**src/rtl/pc_link_pkg.sv**
```systemverilog
`timescale 1ns/1ps
package pc_link_pkg;

    // Winning source of a non-sequential PC load, in priority order
    typedef enum logic [1:0] {
        SRC_NONE = 2'd0,
        SRC_RFW  = 2'd1,
        SRC_CALL = 2'd2,
        SRC_RET  = 2'd3
    } redir_src_e;

    // Control states of the PC sequencer
    typedef enum logic {
        ST_SEQ   = 1'b0,
        ST_FLUSH = 1'b1
    } pc_state_e;

endpackage

```
**src/rtl/pc_step_add.sv**
```systemverilog
`timescale 1ns/1ps
module pc_step_add #(
    parameter int AW = 32
) (
    input  logic [AW-1:0] base_i,
    input  logic          long_i,
    output logic [AW-1:0] sum_o
);
    localparam logic [AW-1:0] STEP_SHORT = AW'(2);
    localparam logic [AW-1:0] STEP_LONG  = AW'(4);

    always_comb begin
        sum_o = base_i + (long_i ? STEP_LONG : STEP_SHORT);
    end
endmodule

```
**src/rtl/pc_redirect_arb.sv**
```systemverilog
`timescale 1ns/1ps
module pc_redirect_arb
    import pc_link_pkg::*;
#(
    parameter int AW     = 32,
    parameter int RW     = 4,
    parameter int PC_IDX = 15
) (
    input  logic          rf_we_i,
    input  logic [RW-1:0] rf_waddr_i,
    input  logic [AW-1:0] rf_wdata_i,
    input  logic          call_i,
    input  logic [AW-1:0] call_tgt_i,
    input  logic          ret_i,
    input  logic [AW-1:0] lr_val_i,
    output logic          redir_o,
    output redir_src_e    src_o,
    output logic [AW-1:0] tgt_o
);
    localparam logic [RW-1:0] PC_SEL  = RW'(PC_IDX);
    localparam logic [AW-1:0] LSB_CLR = ~AW'(1);

    logic          pc_hit;
    logic [AW-1:0] raw_tgt;

    assign pc_hit = rf_we_i && (rf_waddr_i == PC_SEL);

    always_comb begin
        src_o   = SRC_NONE;
        raw_tgt = '0;
        if (pc_hit) begin
            src_o   = SRC_RFW;
            raw_tgt = rf_wdata_i;
        end else if (call_i) begin
            src_o   = SRC_CALL;
            raw_tgt = call_tgt_i;
        end else if (ret_i) begin
            src_o   = SRC_RET;
            raw_tgt = lr_val_i;
        end
    end

    assign redir_o = (src_o != SRC_NONE);
    assign tgt_o   = raw_tgt & LSB_CLR;
endmodule

```
**src/rtl/pc_link_unit.sv**
```systemverilog
`timescale 1ns/1ps
module pc_link_unit
    import pc_link_pkg::*;
#(
    parameter int          AW        = 32,
    parameter int          RW        = 4,
    parameter int          PC_IDX    = 15,
    parameter int          LR_IDX    = 14,
    parameter logic [31:0] RESET_VEC = 32'h0000_0100
) (
    input  logic          clk,
    input  logic          rst_n,
    input  logic          adv_i,
    input  logic          long_i,
    input  logic          call_i,
    input  logic [AW-1:0] call_tgt_i,
    input  logic          ret_i,
    input  logic [AW-1:0] lr_val_i,
    input  logic          rf_we_i,
    input  logic [RW-1:0] rf_waddr_i,
    input  logic [AW-1:0] rf_wdata_i,
    output logic [AW-1:0] pc_o,
    output logic          flush_o,
    output logic          lr_we_o,
    output logic [RW-1:0] lr_waddr_o,
    output logic [AW-1:0] lr_wdata_o
);
    localparam logic [AW-1:0] RESET_PC = AW'(RESET_VEC) & ~AW'(1);
    localparam logic [RW-1:0] LR_SEL   = RW'(LR_IDX);

    pc_state_e     state_q, state_d;
    logic [AW-1:0] pc_q, pc_d;
    logic [AW-1:0] step_sum;
    logic          redir;
    redir_src_e    src;
    logic [AW-1:0] tgt;
    logic          lr_we_q;
    logic [AW-1:0] lr_data_q;

    pc_step_add #(.AW(AW)) u_step (
        .base_i (pc_q),
        .long_i (long_i),
        .sum_o  (step_sum)
    );

    pc_redirect_arb #(.AW(AW), .RW(RW), .PC_IDX(PC_IDX)) u_arb (
        .rf_we_i    (rf_we_i),
        .rf_waddr_i (rf_waddr_i),
        .rf_wdata_i (rf_wdata_i),
        .call_i     (call_i),
        .call_tgt_i (call_tgt_i),
        .ret_i      (ret_i),
        .lr_val_i   (lr_val_i),
        .redir_o    (redir),
        .src_o      (src),
        .tgt_o      (tgt)
    );

    // Next-state and next-PC selection
    always_comb begin
        state_d = state_q;
        unique case (state_q)
            ST_SEQ:   state_d = redir ? ST_FLUSH : ST_SEQ;
            ST_FLUSH: state_d = redir ? ST_FLUSH : ST_SEQ;
            default:  state_d = ST_SEQ;
        endcase
        if (redir) begin
            pc_d = tgt;
        end else if (adv_i) begin
            pc_d = step_sum;
        end else begin
            pc_d = pc_q;
        end
    end

    // State register
    always_ff @(posedge clk) begin
        if (!rst_n) begin
            state_q <= ST_SEQ;
            pc_q    <= RESET_PC;
        end else begin
            state_q <= state_d;
            pc_q    <= pc_d;
        end
    end

    // Link-write registers, aligned with the flush cycle
    always_ff @(posedge clk) begin
        if (!rst_n) begin
            lr_we_q   <= 1'b0;
            lr_data_q <= '0;
        end else begin
            lr_we_q <= (src == SRC_CALL);
            if (src == SRC_CALL) begin
                lr_data_q <= step_sum;
            end
        end
    end

    // Outputs
    always_comb begin
        pc_o       = pc_q;
        flush_o    = (state_q == ST_FLUSH);
        lr_we_o    = lr_we_q;
        lr_waddr_o = LR_SEL;
        lr_wdata_o = lr_data_q;
    end
endmodule

```
**config.mk**
```make
export PLATFORM = sky130hd
export DESIGN_NAME = pc_link_unit
export DESIGN_NICKNAME = d
export VERILOG_FILES = /design/src/rtl/pc_link_pkg.sv /design/src/rtl/pc_step_add.sv /design/src/rtl/pc_redirect_arb.sv /design/src/rtl/pc_link_unit.sv
export SDC_FILE = /design/constraint.sdc
export NUM_CORES = 1
export LEC_CHECK = 0
export CAP_MARGIN = 20
export CELL_PAD_IN_SITES_DETAIL_PLACEMENT = 1
export CELL_PAD_IN_SITES_GLOBAL_PLACEMENT = 2
export CORE_ASPECT_RATIO = 0.6
export CORE_MARGIN = 2
export CORE_UTILIZATION = 30
export CTS_BUF_LIST = sky130_fd_sc_hd__clkbuf_4
export CTS_CLUSTER_SIZE = 14
export DETAILED_ROUTE_END_ITERATION = 6
export DONT_BUFFER_PORTS = 1
export PLACE_DENSITY_LB_ADDON = 0.1
export SKIP_LAST_GASP = 1
export SYNTH_ARGS = -nofsm -noshare
export SYNTH_HDL_FRONTEND = slang
export SYNTH_HIERARCHICAL = 1
export SYNTH_SLANG_ARGS = --single-unit
```
**constraint.sdc**
```tcl
create_clock -name clk -period 3.2 [get_ports clk]
set_input_delay 0.64 -clock clk [delete_from_list [all_inputs] [get_ports clk]]
set_output_delay 0.64 -clock clk [all_outputs]
set_load 0.02 [all_outputs]
```
---- Word-level counts from Yosys, hierarchy flattened ----
Index checks and enable logic that the tools add are counted.
word-level totals
  register bits after elaboration ......... 66
  output and inout bits ................... 70
cells by class
  $add $sub $neg .......................... 1
  equality and inequality tests ........... 2
  mux-type cells .......................... 10
  bitwise gates (word level) .............. 1
  reductions and logical operators ........ 4
operator list
  kind                                   number
  32-bit two-way mux                     5
  32-bit adder                           1
  2-bit two-way mux                      3
  4-bit == test (second input constant)  1
  2-bit nonzero test                     2
  3-bit two-way mux                      1
  2-bit == test (second input constant)  1
  2-bit OR reduction                     1
  1-bit logical AND                      1
  1-bit two-way mux                      1
  1-bit NOT                              1

---- Depth between registers and ports, before layout ----
  depth in word-level cells ............... 5
  depth in mapped cells ................... 10
  gate-level depth less buffers ........... 10

---- Cells and area by module ----
Netlist, hierarchy kept.
modules (own cells, without submodules)
  module           instances  cells each  area an instance (sq um)  sequential area each (sq um)
  pc_link_unit     1          293         2688.8                    1321.3
  pc_redirect_arb  1          86          874.6                     0.0
  pc_step_add      1          93          714.4                     0.0

---- Worst setup path after synthesis ----
No wires, ideal clock.
  path type ............................... input -> register
  from .................................... in long_i
  to ...................................... reg pc_q[21], in the netlist pc_o[21]
  arrival time ............................ 2532 ps
  required time ........................... 3067 ps
  setup slack ............................. 536 ps
  stages .................................. 10
  buffers on the path ..................... 0
  cells stage by stage .................... inv_1 -> ha_1 -> inv_1 -> fa_1 -> nand4b_1 -> nor4_4 -> nand4_1 -> xnor2_1 -> mux2i_1 -> a21oi_1
between the ends
  word-level cells in the longest chain between the ends .. 4
ends and longest elaborated chain
  what                  line                RTL
  start, declared       pc_link_unit.sv:14  input logic long_i,
  3-bit two-way mux     pc_step_add.sv:13   sum_o = base_i + (long_i ? STEP_LONG : STEP_SHORT);
  32-bit adder          pc_step_add.sv:13
  net step_sum[21]      pc_link_unit.sv:33  logic [AW-1:0] step_sum;
  32-bit two-way mux    pc_link_unit.sv:69  end else if (adv_i) begin
  32-bit two-way mux    pc_link_unit.sv:67  if (redir) begin
  end signal, assigned  pc_link_unit.sv:83  pc_q <= pc_d;
  end, declared         pc_link_unit.sv:32  logic [AW-1:0] pc_q, pc_d;
The timed path passes the listed nets, and every way through them passes these cells. The select of a mux whose other input is x is not followed.
A chain may end at the register's enable or synchronous reset.

---- Final worst setup path ----
  from .................................... reg pc_q[1], in the netlist pc_o[1]
  to ...................................... reg pc_q[21], in the netlist pc_o[21]
between the ends
  word-level cells in the longest chain between the ends .. 3
ends and longest elaborated chain
  what                line
  32-bit adder        pc_step_add.sv:13
  net step_sum[21]    pc_link_unit.sv:33
  32-bit two-way mux  pc_link_unit.sv:69
  32-bit two-way mux  pc_link_unit.sv:67
The timed path passes the listed nets, and every way through them passes these cells. The select of a mux whose other input is x is not followed.

==> flow_metrics.py <==
metrics = {
    "clock_tree": {
        "post_cts_buffers": 0,
        "cts_made_buffers": 9,
        "cts_tree": "done",
        "clock_latency_ps": 420,
        "path_clk_slew_ps": 110,
        "htree_levels": 3,
        "clockRootBuffer": "clkbuf_4",
        "cts_sinks": 66,
        "cts_resized": 0,
        "clockBufferDepth": 2,
        "hold_buffers": 0,
    },
    "die": {
        "rows": 33,
        "boundaryPins": 177,
        "die-area_um2": 15300,
        "fp.dieH_um": 96.5,
        "core_um2": 13800,
        "die_x_um": 158,
        "initial_utilization_pct": 31.0,
    },
    "yosys": {
        "synth_ff_type": "dfxtp_1",
        "synth_edf_count": 0,
        "ys_seq_area_share_pct": 30.9,
        "ys_async_sr_fraction_pct": 0,
        "avgSynthCellArea_um2": 9.06,
        "netlist_area_um2": 4280,
        "yosys_warnings": 6,
        "ys_ff_latch": 66,
        "synth.distinct_cells": 41,
        "synth_cells": 472,
    },
    "drt": {
        "ant_nets": 0,
        "detail_route.first_pass.iterations": 4,
        "num_vias": 3247,
        "vias_per_cell": 5.02,
        "routed_wl_um": 13400,
        "drc_errors": 0,
        "drt_iter0_drc": 140,
        "routedWlPerCell_um": 20.8,
    },
    "timing": {
        "worstMarginPinSlew_ps": 620,
        "period_minus_slack_ps": 2690,
        "timing.final.ws_setup_ps": 505,
        "tns_ps": 0,
        "final.period_utilization_pct": 84.2,
        "slew_headroom_pct": 58.2,
        "setup_viol": 0,
        "rsz0062_at_grt": "false",
        "drv_slew": 0,
        "fin_hold_ws_ps": 297,
        "final-hold-violation-count": 0,
        "clock_skew_ps": 13.6,
        "fmax_ghz": 0.371,
    },
    "setup_path": {
        "crit_type": "reg -> reg",
        "worstPathCellList": "ha_1 -> inv_1 -> fa_1 -> nand4b_1 -> buf_4 -> nor4_4 -> nand4_1 -> xnor2_1 -> mux2i_1 -> a21oi_1",
        "reg2reg_from": "pc_o[1]",
        "cp-start-kind": "register",
        "endpoint_kind": "register",
        "crit_start": "pc_o[1]",
        "cp.required_ps": 3550,
        "crit_buf_inv": 2,
        "slowest_delay_ps": 490,
        "crit_arrival_ps": 3040,
        "crit_fanout": 5,
        "worst_path_max_delay_cell": "dfxtp_1",
        "cp_top_family": "simple AND/OR/NAND/NOR gates",
    },
    "cells_and_area": {
        "diodes": 0,
        "drive_gt1_share_pct": 14.7,
        "fillers": 1614,
        "nets": 560,
        "multiInputGateArea_um2": 2650,
        "instances_no_fill": 647,
        "area_growth_pct": 3.04,
        "seq_area_um2": 1320,
    },
    "pwr": {
        "ir_drop_uv": 150,
        "p_leak_nw": 1.73,
        "power_mw": 1.84,
        "p_per_area_nw_per_um2": 418,
    },
    "placement": {
        "place_congestion": 0.812,
        "dp_worst_setup_slack_ps": 309,
        "dp.final_hpwl_um": 10100,
        "io_buffers": 0,
        "placedCellCount": 631,
    },
    "hold_path": {
        "hp-start": "rst_n",
        "min_path_type": "in -> reg",
    },
    "status": {
        "status": "completed",
    },
    "grt": {
        "grtUsageTotal_pct": 17.6,
        "grt_max_degree": 67,
        "antenna_found_initial": 0,
        "grt_pass1_wl_um": 19700,
        "first_global_vias": 3222,
        "overflow": 0,
    },
    "run": {
        "max_cap_viol_count": 0,
    },
}
-- power by group --
part           internal [mW]  leakage, nW  total, mW  switching (mW)
combinational          0.154         1.13      0.316           0.162
sequential             0.878        0.543       1.02           0.145
clock                  0.192       0.0654      0.503           0.311
total                   1.22         1.73       1.84           0.618
-- metal layers --
layer	track usage (%)	wire length, µm
met3	4.95	1160
met2	26.5	5600
met5	0	0
met4	4.05	113
met1	24.9	6560
-- worst reg2reg max path: stages, from the launching register on --
cell      delay (ps)
dfxtp_1          490
ha_1             240
inv_1             60
fa_1             430
nand4b_1         200
buf_4            190
nor4_4           360
nand4_1          160
xnor2_1          230
mux2i_1          110
a21oi_1          170
-- final timing paths --
path | slack, ps | cells past startpoint | end
hold reg to reg | 570 | 2 | lr_wdata_o[28]
setup / recovery | 510 | 10 | pc_o[21]
setup reg to reg | 510 | 10 | pc_o[21]
hold / removal | 300 | 1 | pc_o[8]
-- registers in the layout, indices dropped and copies added, names as in the netlist --
register,flops
flush_o,1
lr_wdata_o,32
lr_we_o,1
pc_o,32
-- cell type report --
cell class / count / area share, %
flip-flops and latches: 66 / 30.0
multi-input cells: 359 / 60.0
inverters: 8 / 0.681
clock buffers: 13 / 2.21
clock inverters: 3 / 0.369
repair buffers: 6 / 1.31
well taps: 192 / 5.45
-- Yosys cell counts, drive strengths merged, types with 4 or more instances --
master / instances / area [µm²]
inv: 8 / 30.0
nor4: 4 / 70.1
nor2: 5 / 18.8
nor3: 4 / 35.0
mux2: 32 / 469
xnor2: 25 / 219
buf: 32 / 258
and3: 4 / 26.3
o21ai: 33 / 165
nand3: 11 / 80.1
a21oi: 32 / 160
mux2i: 32 / 320
nand2: 81 / 304
a22o: 29 / 254
a21boi: 32 / 240
xor2: 4 / 35.0
clkbuf: 9 / 33.8
dfxtp: 66 / 1320
nand4: 10 / 77.6
-- per-stage QoR --
stage,area (µm²),util [%]
finish,4410,32.0
global route,4410,32.0
floorplan,4290,-
CTS,4410,32.0
global placement,4290,31.1
detailed placement,4290,31.1
-- cell families after synthesis --
kind of cell	count (synthesis)	share of synthesized area, %
compound gates	127	19.3
xor+xnor	29	5.94
fa+ha+maj	3	1.05
buf+inv	49	7.52
flops	66	30.9
mux	64	18.5
other cells	3	0.263
simple gates	131	16.6
-- placed cells by master, fill, tap and decap left out, types with 2 or more instances in the layout --
cell type / Yosys / final
nor2_1: 5 / 5
a21boi_1: 6 / 6
nand4_1: 9 / 9
dfxtp_1: 66 / 66
and4_1: 3 / 3
nor4_4: 3 / 3
clkbuf_4: 0 / 13
and3_1: 3 / 3
and2_1: 2 / 2
xor2_1: 4 / 4
nor2b_2: 1 / 2
nor3_2: 3 / 3
mux2_4: 29 / 29
o21ai_0: 29 / 29
mux2_2: 3 / 3
nand3_4: 2 / 2
xnor2_1: 25 / 25
inv_1: 7 / 7
ha_1: 2 / 2
mux2i_1: 32 / 32
nand2_1: 81 / 81
nand3_1: 9 / 9
buf_4: 14 / 5
nand4b_1: 3 / 3
o21ai_1: 4 / 4
a21boi_0: 26 / 26
conb_1: 3 / 5
a22o_1: 29 / 29
a21oi_1: 32 / 32
Note: power is estimated with default switching activity, not from simulation.
